### config.mk
export PLATFORM = sky130hd
export DESIGN_NAME = irq_aggregator
export DESIGN_NICKNAME = d
export VERILOG_FILES = /design/src/rtl/irq_agg_pkg.sv /design/src/rtl/irq_status_bank.sv /design/src/rtl/irq_reg_port.sv /design/src/rtl/irq_aggregator.sv
export SDC_FILE = /design/constraint.sdc
export NUM_CORES = 1
export LEC_CHECK = 0
export ABC_AREA = 1
export CAP_MARGIN = 10
export CORE_ASPECT_RATIO = 1.75
export CORE_UTILIZATION = 25
export CTS_BUF_LIST = sky130_fd_sc_hd__clkbuf_16
export DETAILED_ROUTE_END_ITERATION = 6
export PLACE_DENSITY = 0.56
export SYNTH_ARGS = -nofsm -noshare
export SYNTH_HDL_FRONTEND = slang
export SYNTH_SLANG_ARGS = --single-unit
### constraint.sdc
create_clock -name clk -period 3.6 [get_ports clk]
set_clock_uncertainty 0.15 [all_clocks]
set_input_delay 0.72 -clock clk [delete_from_list [all_inputs] [get_ports clk]]
set_output_delay 0.72 -clock clk [all_outputs]
set_load 0.02 [all_outputs]
### src/rtl/irq_agg_pkg.sv
package irq_agg_pkg;

    localparam int NUM_SRC  = 10;
    localparam int DATA_W   = 32;
    localparam int ADDR_W   = 8;

    localparam logic [ADDR_W-1:0] OFS_STATUS = 8'h00;
    localparam logic [ADDR_W-1:0] OFS_ENABLE = 8'h04;
    localparam logic [ADDR_W-1:0] OFS_DSTAT  = 8'h08;

    localparam int CARD_LVL_BIT = 8;

    typedef enum logic [3:0] {
        SRC_DATA_DONE  = 4'd0,
        SRC_DATA_TMO   = 4'd1,
        SRC_RD_CRC     = 4'd2,
        SRC_WR_CRC     = 4'd3,
        SRC_PROG_ERR   = 4'd4,
        SRC_CARD_IRQ   = 4'd5,
        SRC_CMD_SENT   = 4'd6,
        SRC_CMD_TMO    = 4'd7,
        SRC_RESP_CRC   = 4'd8,
        SRC_BUSY_END   = 4'd9
    } src_e;

    typedef enum logic [1:0] {
        SEL_NONE   = 2'd0,
        SEL_STATUS = 2'd1,
        SEL_ENABLE = 2'd2,
        SEL_DSTAT  = 2'd3
    } reg_sel_e;

    function automatic reg_sel_e decode_addr(logic [ADDR_W-1:0] a);
        case (a)
            OFS_STATUS: return SEL_STATUS;
            OFS_ENABLE: return SEL_ENABLE;
            OFS_DSTAT:  return SEL_DSTAT;
            default:    return SEL_NONE;
        endcase
    endfunction

endpackage

### src/rtl/irq_status_bank.sv
module irq_status_bank
    import irq_agg_pkg::*;
#(
    parameter int N = NUM_SRC
) (
    input  logic         clk,
    input  logic         rst,
    input  logic [N-1:0] set_i,
    input  logic [N-1:0] clr_i,
    output logic [N-1:0] status_o
);

    for (genvar g = 0; g < N; g++) begin : g_bit
        always_ff @(posedge clk) begin
            if (rst)
                status_o[g] <= 1'b0;
            else if (set_i[g])
                status_o[g] <= 1'b1;
            else if (clr_i[g])
                status_o[g] <= 1'b0;
        end

        // an event always leaves its bit set, even against a clear
        p_event_sets_r5: assert property (@(posedge clk) disable iff (rst)
            set_i[g] |=> status_o[g]);

        // sticky without a clear
        p_sticky_r2: assert property (@(posedge clk) disable iff (rst)
            (status_o[g] && !clr_i[g]) |=> status_o[g]);

        // clear without event drops the bit
        p_clear_r3: assert property (@(posedge clk) disable iff (rst)
            (clr_i[g] && !set_i[g]) |=> !status_o[g]);

        // no bit rises without its event
        p_no_spurious_r4: assert property (@(posedge clk) disable iff (rst)
            (!status_o[g] && !set_i[g]) |=> !status_o[g]);
    end

endmodule

### src/rtl/irq_reg_port.sv
module irq_reg_port
    import irq_agg_pkg::*;
#(
    parameter int N  = NUM_SRC,
    parameter int AW = ADDR_W,
    parameter int DW = DATA_W,
    parameter int LVL_BIT = CARD_LVL_BIT
) (
    input  logic [AW-1:0] addr_i,
    input  logic          we_i,
    input  logic [DW-1:0] wdata_i,
    input  logic [N-1:0]  status_i,
    input  logic [N-1:0]  enable_i,
    input  logic          card_lvl_i,
    output logic [N-1:0]  clr_mask_o,
    output logic          en_we_o,
    output logic [N-1:0]  en_wdata_o,
    output logic [DW-1:0] rdata_o
);

    reg_sel_e sel;

    always_comb begin
        sel        = decode_addr(addr_i);
        clr_mask_o = (we_i && sel == SEL_STATUS) ? wdata_i[N-1:0] : '0;
        en_we_o    = we_i && (sel == SEL_ENABLE);
        en_wdata_o = wdata_i[N-1:0];
        rdata_o    = '0;
        case (sel)
            SEL_STATUS: rdata_o[N-1:0] = status_i;
            SEL_ENABLE: rdata_o[N-1:0] = enable_i;
            SEL_DSTAT:  rdata_o[LVL_BIT] = card_lvl_i;
            default:    rdata_o = '0;
        endcase
    end

endmodule

### src/rtl/irq_aggregator.sv
module irq_aggregator
    import irq_agg_pkg::*;
#(
    parameter int N  = NUM_SRC,
    parameter int AW = ADDR_W,
    parameter int DW = DATA_W
) (
    input  logic          clk,
    input  logic          rst,
    input  logic [N-1:0]  evt_pulse,
    input  logic          card_irq_lvl,
    input  logic [AW-1:0] reg_addr,
    input  logic          reg_we,
    input  logic [DW-1:0] reg_wdata,
    output logic [DW-1:0] reg_rdata,
    output logic          irq_o
);

    logic [N-1:0] status;
    logic [N-1:0] enable_q;
    logic [N-1:0] clr_mask;
    logic         en_we;
    logic [N-1:0] en_wdata;

    irq_status_bank #(.N(N)) u_bank (
        .clk      (clk),
        .rst      (rst),
        .set_i    (evt_pulse),
        .clr_i    (clr_mask),
        .status_o (status)
    );

    irq_reg_port #(.N(N), .AW(AW), .DW(DW)) u_port (
        .addr_i     (reg_addr),
        .we_i       (reg_we),
        .wdata_i    (reg_wdata),
        .status_i   (status),
        .enable_i   (enable_q),
        .card_lvl_i (card_irq_lvl),
        .clr_mask_o (clr_mask),
        .en_we_o    (en_we),
        .en_wdata_o (en_wdata),
        .rdata_o    (reg_rdata)
    );

    always_ff @(posedge clk) begin
        if (rst)
            enable_q <= '0;
        else if (en_we)
            enable_q <= en_wdata;
    end

    always_ff @(posedge clk) begin
        if (rst)
            irq_o <= 1'b0;
        else
            irq_o <= |(status & enable_q);
    end

    // state is zero in the cycle after reset
    p_reset_clear_r1: assert property (@(posedge clk)
        rst |=> (status == '0 && enable_q == '0 && !irq_o));

    // no pending enabled bit means a quiet line next cycle
    p_quiet_line_r7: assert property (@(posedge clk) disable iff (rst)
        ((status & enable_q) == '0) |=> !irq_o);

    // a pending enabled bit raises the line next cycle
    p_raise_line_r7: assert property (@(posedge clk) disable iff (rst)
        ((status & enable_q) != '0) |=> irq_o);

    // enable word only moves on an enable write
    p_enable_hold_r6: assert property (@(posedge clk) disable iff (rst)
        !en_we |=> $stable(enable_q));

    // upper read bits stay zero
    p_upper_zero_r10: assert property (@(posedge clk) disable iff (rst)
        reg_rdata[DW-1:N] == '0);

endmodule

# Yosys cells after proc, flatten, opt, wreduce, memory -nomap -nowiden
# Index checks and enable logic that the tools add are counted.
# Widths: inputs -> output; s select.
[word_totals] regBits=21 output_inout_bits=33 word_cells=57
[op_classes] eq_ne=5 muxes=25 bitwise_logic=1 reduce_logical=14
[ops] op="$mux 1" n=20
[ops] op="$reduce_bool 2->1" n=10
[ops] op="$pmux 8 s2" n=1
[ops] op="$and 10x10->10" n=1
[ops] op="$mux 10" n=1
[ops] op="$reduce_or 10->1" n=1
[ops] op="$eq 8x3->1 const B" n=1
[ops] op="$eq 8x4->1 const B" n=1
[ops] op="$logic_not 8->1" n=1
[ops] op="$pmux 2 s3" n=1
[ops] op="$eq 2x2->1 const B" n=2
[ops] op="$pmux 1 s3" n=1
[ops] op="$eq 2x1->1 const B" n=1
[ops] op="$logic_and 1x1->1" n=2
[ops] op="$pmux 1 s2" n=1

# Longest topological paths before layout
# Gate-level depths: netlist (run 1).
[depth] word_depth=7 mapped_depth=11 ltp_nobuf=9

# By module
# A second synthesis (run 1) with hierarchy kept.
[hier_totals] hier_cells=228 area_unflattened_um2=1481.4
[modules_own_cells] module="irq_reg_port" n_inst=1 cells_per_inst=111 area_each_um2=614.3 seq_area_each_um2=0.0
[modules_own_cells] module="irq_aggregator" n_inst=1 cells_per_inst=66 area_each_um2=455.4 seq_area_each_um2=220.2
[modules_own_cells] module="irq_status_bank" n_inst=1 cells_per_inst=51 area_each_um2=411.6 seq_area_each_um2=200.2

# Least setup slack after synthesis (run 1)
# Ideal clock, no wire load.
[synth_timing] kind="input -> output" startpoint="input reg_addr[1]" endpoint="output reg_rdata[0]" arrival_ns=1.936 t_required_ns=2.730 slack_ns=0.794 cell_stages=7 path_cell_list="nor2_1 nand4_1 nor2_1 inv_1 ha_1 buf_1 a21oi_1"
[synth_between] elab_chain_cells=4 word_cells_on_any_way=7 cone_classes="4 x eq/ne; 2 x mux; 1 x reduce/logical"
[synth_rtl] element="from (decl)" line="irq_aggregator.sv:12" text="input logic [AW-1:0] reg_addr,"
[synth_rtl] element="$eq 8x4->1 (tied with other cells)" line="irq_agg_pkg.sv:34" text="case (a)"
[synth_rtl] element="$pmux 2 s3 (*)" line="irq_agg_pkg.sv:34"
[synth_rtl] element="$eq 2x2->1 / $eq 2x1->1 (equally long branches)" line="irq_reg_port.sv:29" text="case (sel)"
[synth_rtl] element="$pmux 8 s2 (*)" line="irq_reg_port.sv:29"
[synth_rtl] element="to (decl)" line="irq_aggregator.sv:15" text="output logic [DW-1:0] reg_rdata,"
# Every way passes the cells marked *; elsewhere a longest branch is shown, timed or not.

# Worst setup path after layout (run 1)
[layout_timing] startpoint="input reg_addr[2]" endpoint="output reg_rdata[3]"
# The elaborated chain is that of the path after synthesis.

==> impl_metrics.csv, run 1 <==
group,metric,value,unit
outcome,status,"complete, no violations",
floorplanning,core_area,4980,sq um
sta,fin_crit,3430,ps
drt,via_per_inst,4.29,
drt,drt_pass1_iterations,4,
setup_path,cp.arrival,2560,ps
drt,wl_per_cell,10.4,microns
setup_path,cp_max_fo,4,
global_routing,first_global_vias,1257,
power,ir_drop,196,uV
yosys,synth_top_family_by_area,"simple AND/OR/NAND/NOR gates",
final_layout,syn2layout_area_growth,36.5,%
setup_path,worstReg2RegStart,"u_bank.status_o[1]$_SDFFE_PP0P_",
run,cap_viol_max_count,0,
floorplanning,rows,34,
setup_path,critPathLaunch,"reg_addr[2]",
global_routing,grt_usage,0.122,
sta,finalMaxSlewViolations,0,
clock_network,tritoncts,"built",
floorplanning,dieWidth,56.4,microns
setup_path,crit_path_start_kind,"input pin",
placement,hpwlAfterDp,2370,microns
clock_network,insertion_delay,250,ps
yosys,synth-xor-area-share,0,
floorplanning,pin_count,87,
sta,fmax,0.291,GHz
global_routing,grt_pass1_wl,5250,microns
placement,io_buffers,42,
final_layout,final_util,0.354,
yosys,synth_top_area_cell,"dfxtp_1",
drt,drt_wl_total,2990,microns
clock_network,cts_max_path_buffers,2,
final_layout,final_nets,293,
clock_network,numCtsBuffers,3,
final_layout,final_cell_mix,"38 x nand2_1, 32 x clkdlybuf4s50_1, 23 x a21oi_1",
drt,via_count,1236,
final_layout,drive_gt1_frac,0.107,
clock_network,clkSinkCount,21,
setup_path,slowest_stage,"clkdlybuf4s50_1",
final_layout,layoutNonFillerInstCount,288,
yosys,synth-simple-area-share,0.243,
floorplanning,start_util,0.260,
floorplanning,die_h,97.1,microns
yosys,syn_area_per_cell,6.91,sq um
yosys,synth_warnings,0,
yosys,synth-compound-area-share,0.150,
sta,grt_setup_unrepaired,"false",
yosys,ys_types,19,
clock_network,ctsRootBufferMaster,"clkbuf_16",
setup_path,critical_path.endpoint_type,"output pin",
placement,dp_cells,284,
yosys,yosys-top-cells-area,"dfxtp_1 33%, buf_4 14%, nand2_1 11%",
final_layout,num_antenna_cells,0,
setup_path,crit_chain,"clkdlybuf4s50_1 -> inv_1 -> nor2_1 -> nor2_1 -> nor2_1 -> buf_4 -> ha_1 -> buf_4 -> nand2_1 -> a21oi_1 -> dlygate4sd2_1",
global_routing,globalRoute.totalOverflow,0,
power,p_leak,0.807,nW
setup_path,worst-setup-path-type,"input pin to output pin",
yosys,synthAdderAreaFrac,0.0387,
clock_network,cts_hold_buffers,0,
global_routing,antenna_found_initial,0,
setup_path,worstPathRequired,2730,ps
sta,holdWs,339,ps
power,power_density,315,nW/um^2
placement,placed_area,1700,sq um
setup_path,max_stage_delay,500,ps
sta,fin_ws,166,ps
drt,postRouteAntennaNets,0,
sta,final_hold_viol_count,0,
yosys,netlist_area,1290,sq um
min_path,hold_start,"u_bank.status_o[7]$_SDFFE_PP0P_",
sta,fin_crit_sh,0.954,
drt,drc,0,
global_routing,grt_max_degree,15,
yosys,synth_top_area_share,0.325,
clock_network,path_clk_slew,60,ps
final_layout,final_common_cell,"nand2_1",
yosys,synth-seq-area-share,0.325,
drt,drt_iter0_markers,18,
yosys,netlist_instances,187,
setup_path,cpMostUsedCell,"nor2_1",
sta,setup_violations,0,
placement,pre_cts_slack,-212,ps
min_path,min_path_type,"register to register",
clock_network,htreeDepth,1,
floorplanning,dieArea,5470,sq um
yosys,synth-seq-cells,21,
final_layout,design_area,1760,sq um
placement,globalplace.congestion,0.767,
yosys,synth_mux_area_frac,0,
## metal layers
layer | global-route usage | share of wire
met4 | 0.0675 | 0.024
met3 | 0.0120 | 0.053
met1 | 0.128 | 0.39
met5 | 0 | 0
met2 | 0.229 | 0.53
## metrics by stage
stage / total power, mW / TNS (ps)
floorplan: 0.309 / 0
global placement: 0.332 / -1310
detailed placement: 0.333 / -1540
CTS: 0.564 / 0
global route: 0.581 / 0
finish: 0.557 / 0
## path summary, 6_finish.rpt
check	end	slack, ps	depth (start not counted)
max	reg_rdata[3]	170	11
min	u_bank.status_o[7]$_SDFFE_PP0P_	340	2
max reg2reg	irq_o$_SDFF_PP0_	2620	6
min reg2reg	u_bank.status_o[7]$_SDFFE_PP0P_	340	2
## what timing repair did
| action | CTS | global route |
|---|---|---|
| endpoints found under the hold margin | 0 | 0 |
| setup endpoints to repair | 10 | 4 |
| setup buffers | 0 | 0 |
| gates resized for setup | 11 | 6 |
## synth_stat cells
cell type	instances
a21oi_1	23
a31o_1	1
buf_1	2
buf_12	1
buf_4	24
buf_6	2
clkbuf_1	1
conb_1	1
dfxtp_1	21
ha_1	4
inv_1	18
inv_6	1
nand2_1	38
nand2_4	1
nand3_1	7
nand4_1	1
nor2_1	20
nor2_2	7
o21ai_0	14
## registers in the layout, summed over array words and instances (netlist names)
name             count
enable_q            10
irq_o                1
u_bank.status_o     10
## worst max-delay path, delay by kind of cell
kind	cells	cell delay, ps
adder cells (fa/ha/maj)	1	210
AND/OR/NAND/NOR	4	310
AO/OA/AOI/OAI	1	140
buffers and inverters	5	1190
## cell families (layout without fill, tap and decap cells)
family / Yosys count / after routing
buffers and inverters: 49 / 75
AOI/OAI and AO/OA: 38 / 38
and+or+nand+nor: 74 / 74
adders and majority gates: 4 / 4
DFF: 21 / 21
other: 1 / 22
## layout make-up
type                            instances  area [sq um]
Clock buffer                            3          75.1
Fill cell                             556          3210
Timing Repair Buffer                   52           478
Tap cell                               54          67.6
Sequential cell                        21           420
Multi-Input combinational cell        138           643
Clock inverter                          1          3.75
Inverter                               19          76.3
## power by group
group	internal (mW)	leakage [nW]	switching, mW
logic	0.0383	0.593	0.0413
registers	0.241	0.172	0.00611
clock network	0.148	0.0423	0.0819
total	0.427	0.807	0.129
(Power assumes the default switching activity.)
==> inputs of run 2 (changes only) <==
- GPL_TIMING_DRIVEN: unset -> 0
==> run 2 against run 1 <==
Power is 3.6% higher; combinational power grew 24%; register-to-register slack got worse by 20 ps; via count rose by 4.4%; highest routed layer unchanged; cell count is 6.3% higher; utilization increased by 2.4 points; count of clock-buffer cells in the layout is the same; critical path depth did not move.
==> impl_metrics.csv, run 2 (synthesized netlist as in run 1, its figures left out) <==
group,metric,value,unit
outcome,status,"complete, no violations",
sta,setup_violations,0,
power,ir_drop,170,uV
final_layout,final_common_cell,"nand2_1",
setup_path,crit_path_start_kind,"input pin",
final_layout,num_antenna_cells,0,
floorplanning,core_area,4980,sq um
clock_network,cts_max_path_buffers,2,
global_routing,first_global_vias,1248,
sta,fin_setup_tns,0,ps
final_layout,final-seq-area,420,sq um
setup_path,slowest_stage,"clkdlybuf4s50_1",
placement,globalplace.congestion,0.778,
setup_path,max_stage_delay,510,ps
drt,drc,0,
sta,finalMaxSlewViolations,0,
sta,final_hold_viol_count,0,
placement,hpwlAfterDp,2430,microns
drt,drt_iter0_markers,36,
floorplanning,pin_count,87,
setup_path,cp_max_fo,10,
clock_network,clkSinkCount,21,
power,p_leak,0.881,nW
final_layout,layoutNonFillerInstCount,306,
drt,via_count,1291,
setup_path,reg2reg_depth,6,
setup_path,critical_path.endpoint_type,"output pin",
final_layout,drive_gt1_frac,0.210,
setup_path,worstPathRequired,2730,ps
final_layout,final_cell_mix,"38 x nand2_1, 31 x clkdlybuf4s50_1, 24 x buf_4",
clock_network,tritoncts,"built",
drt,drt_wl_total,3140,microns
placement,io_buffers,41,
final_layout,multi_input_area,651,sq um
final_layout,syn2layout_area_growth,45.8,%
floorplanning,dieArea,5470,sq um
clock_network,htreeDepth,1,
global_routing,grt_pass1_wl,5280,microns
sta,fin_crit_sh,0.944,
global_routing,grt_usage,0.125,
drt,wl_per_cell,10.3,microns
clock_network,path_clk_slew,50,ps
floorplanning,die_h,97.1,microns
clock_network,insertion_delay,260,ps
power,p_total,0.577,mW
sta,relSlewSlack,0.594,
floorplanning,start_util,0.260,
drt,via_per_inst,4.22,
placement,dp_cells,303,
setup_path,worst-setup-path-type,"input pin to output pin",
final_layout,reg.largest.list,"enable_q: 10 flops, u_bank.status_o: 10 flops, irq_o: 1 flops",
sta,fmax,0.294,GHz
clock_network,numCtsBuffers,3,
final_layout,final_nets,311,
min_path,min_path_type,"register to register",
sta,worst_slew_pin_slew,610,ps
drt,postRouteAntennaNets,0,
drt,drt_pass1_iterations,4,
setup_path,crit_chain,"clkdlybuf4s50_1 -> nor2_1 -> nor2_1 -> nor2_2 -> inv_1 -> ha_2 -> buf_4 -> buf_4 -> nand2_1 -> a21oi_1 -> clkbuf_2",
min_path,whs_path_depth,2,
clock_network,ctsRootBufferMaster,"clkbuf_16",
sta,grt_setup_unrepaired,"false",
power,power_density,306,nW/um^2
sta,fin_crit,3400,ps
setup_path,cp.arrival,2530,ps
global_routing,globalRoute.totalOverflow,0,
run,cap_viol_max_count,0,
floorplanning,rows,34,
floorplanning,dieWidth,56.4,microns
global_routing,grt_max_degree,12,
final_layout,final_util,0.379,
final_layout,fillers,565,
global_routing,antenna_found_initial,0,
-- run 2: what timing repair did --
action,CTS,global route
buffers inserted,0,0
endpoints found under the hold margin,0,0
gates resized for setup,12,22
endpoints found under the setup margin,10,10
cloned,0,0
hold buffers,0,0
-- run 2: per-stage QoR --
step                      worst slack [ps]  hold WS (ps)  area [sq um]
after floorplan                        794           313          1370
after global placement                -365           332          1850
after detailed placement              -390           339          1850
after CTS                             9.24           347          1920
after global routing                  29.4           378          1880
final                                  203           339          1880
-- run 2: cell type report --
class,instances,share of cell area
clock inverter,1,0.00199
tap,54,0.0359
multi-input combinational,138,0.345
sequential,21,0.223
timing repair buffer,41,0.191
buffer,29,0.122
inverter,19,0.0405
clock buffer,3,0.0398
-- run 2: worst max-delay path: cells and delay by family --
family,cells,cell delay [ps]
buffers and inverters,5,1130
adders and majority gates,1,160
AOI/OAI and AO/OA,1,180
and+or+nand+nor,4,330
-- run 2: final timing paths --
path / startpoint / endpoint / slack (ps)
worst min register to register: u_bank.status_o[7]$_SDFFE_PP0P_ / u_bank.status_o[7]$_SDFFE_PP0P_ / 340
worst min-delay path: u_bank.status_o[7]$_SDFFE_PP0P_ / u_bank.status_o[7]$_SDFFE_PP0P_ / 340
worst max register to register: enable_q[1]$_SDFFE_PP0P_ / irq_o$_SDFF_PP0_ / 2600
worst max-delay path: reg_addr[2] / reg_rdata[2] / 200
-- run 2: power breakdown --
part,internal (mW),switching [mW]
logic,0.0539,0.0446
registers,0.241,0.00628
clock network,0.148,0.0828
total,0.443,0.134
-- run 2: routing by layer --
layer,up-vias,wire length (microns),track usage
li1,675,-,-
met1,560,1160,0.117
met2,51,1730,0.247
met3,5,172,0.0160
met4,0,84,0.0675
met5,-,0,0
==> inputs of run 3 (changes only) <==
- ABC_AREA: 1 -> unset
- HOLD_SLACK_MARGIN: unset -> 0.05
- PLACE_DENSITY: 0.56 -> 0.58
==> run 3 against run 2 <==
Via count shrank 9.8%; hold slack lost 20 ps; highest routed layer unchanged; sequential share of layout area grew 1.3 points.
==> impl_metrics.csv, run 3 <==
group,metric,value,unit
yosys,ys_types,21,
yosys,yosys-top-cells-area,"dfxtp_1 36%, buf_4 14%, a21oi_1 8.6%",
clock_network,ctsRootBufferMaster,"clkbuf_16",
yosys,synth-main-ff-cell,"dfxtp_1",
sta,relSlewSlack,0.651,
yosys,synth-seq-area-share,0.362,
floorplanning,dieArea,4930,sq um
sta,fin_ws,124,ps
setup_path,max_stage_delay,440,ps
final_layout,final_nets,278,
power,ir_drop,184,uV
drt,postRouteAntennaNets,0,
sta,final_hold_viol_count,0,
drt,drt_iter0_markers,30,
floorplanning,rows,32,
setup_path,crit_chain,"clkdlybuf4s50_1 -> nor4_4 -> nand2_1 -> or2_1 -> ha_2 -> buf_4 -> a222oi_1 -> nor2_1 -> buf_4",
final_layout,syn2layout_area_growth,53.6,%
final_layout,final_cell_mix,"30 x clkdlybuf4s50_1, 26 x buf_4, 22 x nor2_1, 22 x nand2_1, 22 x conb_1",
final_layout,final_common_cell,"clkdlybuf4s50_1",
final_layout,drive_gt1_frac,0.196,
clock_network,path_clk_slew,60,ps
power,power_density,325,nW/um^2
power,p_total,0.578,mW
yosys,synth_edf_count,0,
setup_path,critical_path.endpoint_type,"output pin",
final_layout,num_antenna_cells,0,
placement,io_buffers,42,
clock_network,htreeDepth,1,
clock_network,cts_max_path_buffers,2,
drt,via_count,1164,
sta,setup_violations,0,
yosys,synth_top_area_share,0.362,
setup_path,slowest_stage,"clkdlybuf4s50_1",
sta,fin_crit,3480,ps
drt,drt_pass1_iterations,4,
sta,fin_crit_sh,0.966,
setup_path,crit_path_start_kind,"input pin",
setup_path,cp_max_fo,10,
drt,via_per_inst,4.31,
yosys,synth_common_cells,"22 x buf_4, 22 x nand2_1, 22 x nor2_1",
setup_path,cp.arrival,2610,ps
min_path,whs_path_depth,2,
sta,worst_slew_pin_slew,523,ps
global_routing,antenna_found_initial,0,
global_routing,grt_max_degree,12,
final_layout,final_util,0.401,
floorplanning,pin_count,87,
placement,pre_cts_slack,-323,ps
setup_path,worst-setup-path-type,"input pin to output pin",
setup_path,reg2reg_depth,3,
clock_network,numCtsBuffers,3,
setup_path,cpLargestDelayFamily,"buffers and inverters",
setup_path,cp_num_buf_inv,3,
placement,hpwlAfterDp,2290,microns
power,p_leak,0.756,nW
setup_path,cpMostUsedCell,"buf_4",
outcome,status,"complete, no violations",
drt,wl_per_cell,11.5,microns
yosys,synth_warnings,0,
run,cap_viol_max_count,0,
clock_network,insertion_delay,260,ps
floorplanning,die_h,92.1,microns
yosys,netlist_instances,152,
setup_path,worstPathRequired,2730,ps
drt,drc,0,
sta,finalMaxSlewViolations,0,
floorplanning,dieWidth,53.5,microns
yosys,synth-seq-cells,21,
clock_network,tritoncts,"built",
min_path,min_path_type,"register to register",
yosys,async_reset_ff_frac,0,
setup_path,crit_cells,9,
floorplanning,start_util,0.261,
sta,grt_setup_unrepaired,"false",
yosys,netlist_area,1160,sq um
yosys,synth_top_area_cell,"dfxtp_1",
floorplanning,core_area,4440,sq um
final_layout,reg.largest.list,"enable_q: 10 flops, u_bank.status_o: 10 flops, irq_o: 1 flops",
placement,globalplace.congestion,0.773,
global_routing,grt_usage,0.127,
yosys,syn_area_per_cell,7.63,sq um
drt,drt_wl_total,3090,microns
clock_network,clkSinkCount,21,
sta,fmax,0.288,GHz
global_routing,first_global_vias,1026,
global_routing,globalRoute.totalOverflow,0,
global_routing,grt_pass1_wl,4520,microns
run 3: cell types whose count changed after synthesis, sizes merged, moves of 2 or more:
cell / change
inv: -18
nand2: -17
o21ai: -14
a22oi: +10
nor2: -5
nand3: +4
a21oi: -3
a221oi: +2
a22o: +2
run 3: per-layer routing:
layer / global-route usage / wire length (microns) / vias to the layer above
li1: - / - / 608
met2: 0.216 / 1550 / 54
met1: 0.144 / 1230 / 497
met4: 0.0789 / 89 / 0
met3: 0.0133 / 219 / 5
met5: 0 / 0 / -
run 3: path summary, 6_finish.rpt:
path,slack (ps),end,start
setup reg to reg,2400,irq_o$_SDFF_PP0_,u_bank.status_o[2]$_SDFFE_PP0P_
setup / recovery,120,reg_rdata[8],reg_addr[1]
hold reg to reg,320,enable_q[6]$_SDFFE_PP0P_,enable_q[6]$_SDFFE_PP0P_
hold / removal,320,enable_q[6]$_SDFFE_PP0P_,enable_q[6]$_SDFFE_PP0P_
run 3: final cells by class:
class                   instances  area [sq um]
inverters                       1          3.75
well taps                      51          63.8
flip-flops and latches         21           420
fillers                       468          2660
repair buffers                 43           388
clock buffers                   3          75.1
plain buffers                  29           203
clock inverters                 1          3.75
multi-input cells             121           624
run 3: logic make-up (layout without fill, tap and decap cells):
| family | count (synthesis) | count (layout) | share of synthesized area |
|---|---|---|---|
| AOI/OAI and AO/OA | 36 | 36 | 0.195 |
| xor gates and xnor gates | 1 | 1 | 0.00755 |
| adders and majority gates | 4 | 4 | 0.0432 |
| buffers and inverters | 31 | 77 | 0.177 |
| DFF | 21 | 21 | 0.362 |
| other | 1 | 22 | 0.00323 |
| and+or+nand+nor | 58 | 58 | 0.211 |
run 3: what timing repair did:
| item | in CTS | in global routing |
|---|---|---|
| setup endpoints to repair | 10 | 10 |
| pin swaps | 1 | 4 |
| setup buffers | 0 | 1 |
| resized for setup | 20 | 20 |
| hold buffers | 0 | 0 |
run 3: worst register-to-register path, cell delays in order, from the launching register on:
cell      delay [ps]
dfxtp_1          320
a22o_1           230
a221oi_1         260
a31oi_1          120
run 3: report_power, final:
part	leakage, nW	internal (mW)	switching [mW]
combinational	0.541	0.0525	0.0436
sequential	0.172	0.241	0.00674
clock	0.0423	0.148	0.0863
total	0.756	0.442	0.137
run 3: per-stage QoR:
stage | setup TNS, ps | hold slack, ps | area [sq um] | cells
floorplan | 0 | 299 | 1240 | 173
global placement | -2640 | 306 | 1720 | 266
detailed placement | -2750 | 313 | 1720 | 266
CTS | 0 | 320 | 1790 | 269
global route | 0 | 342 | 1780 | 270
finish | 0 | 319 | 1780 | 270
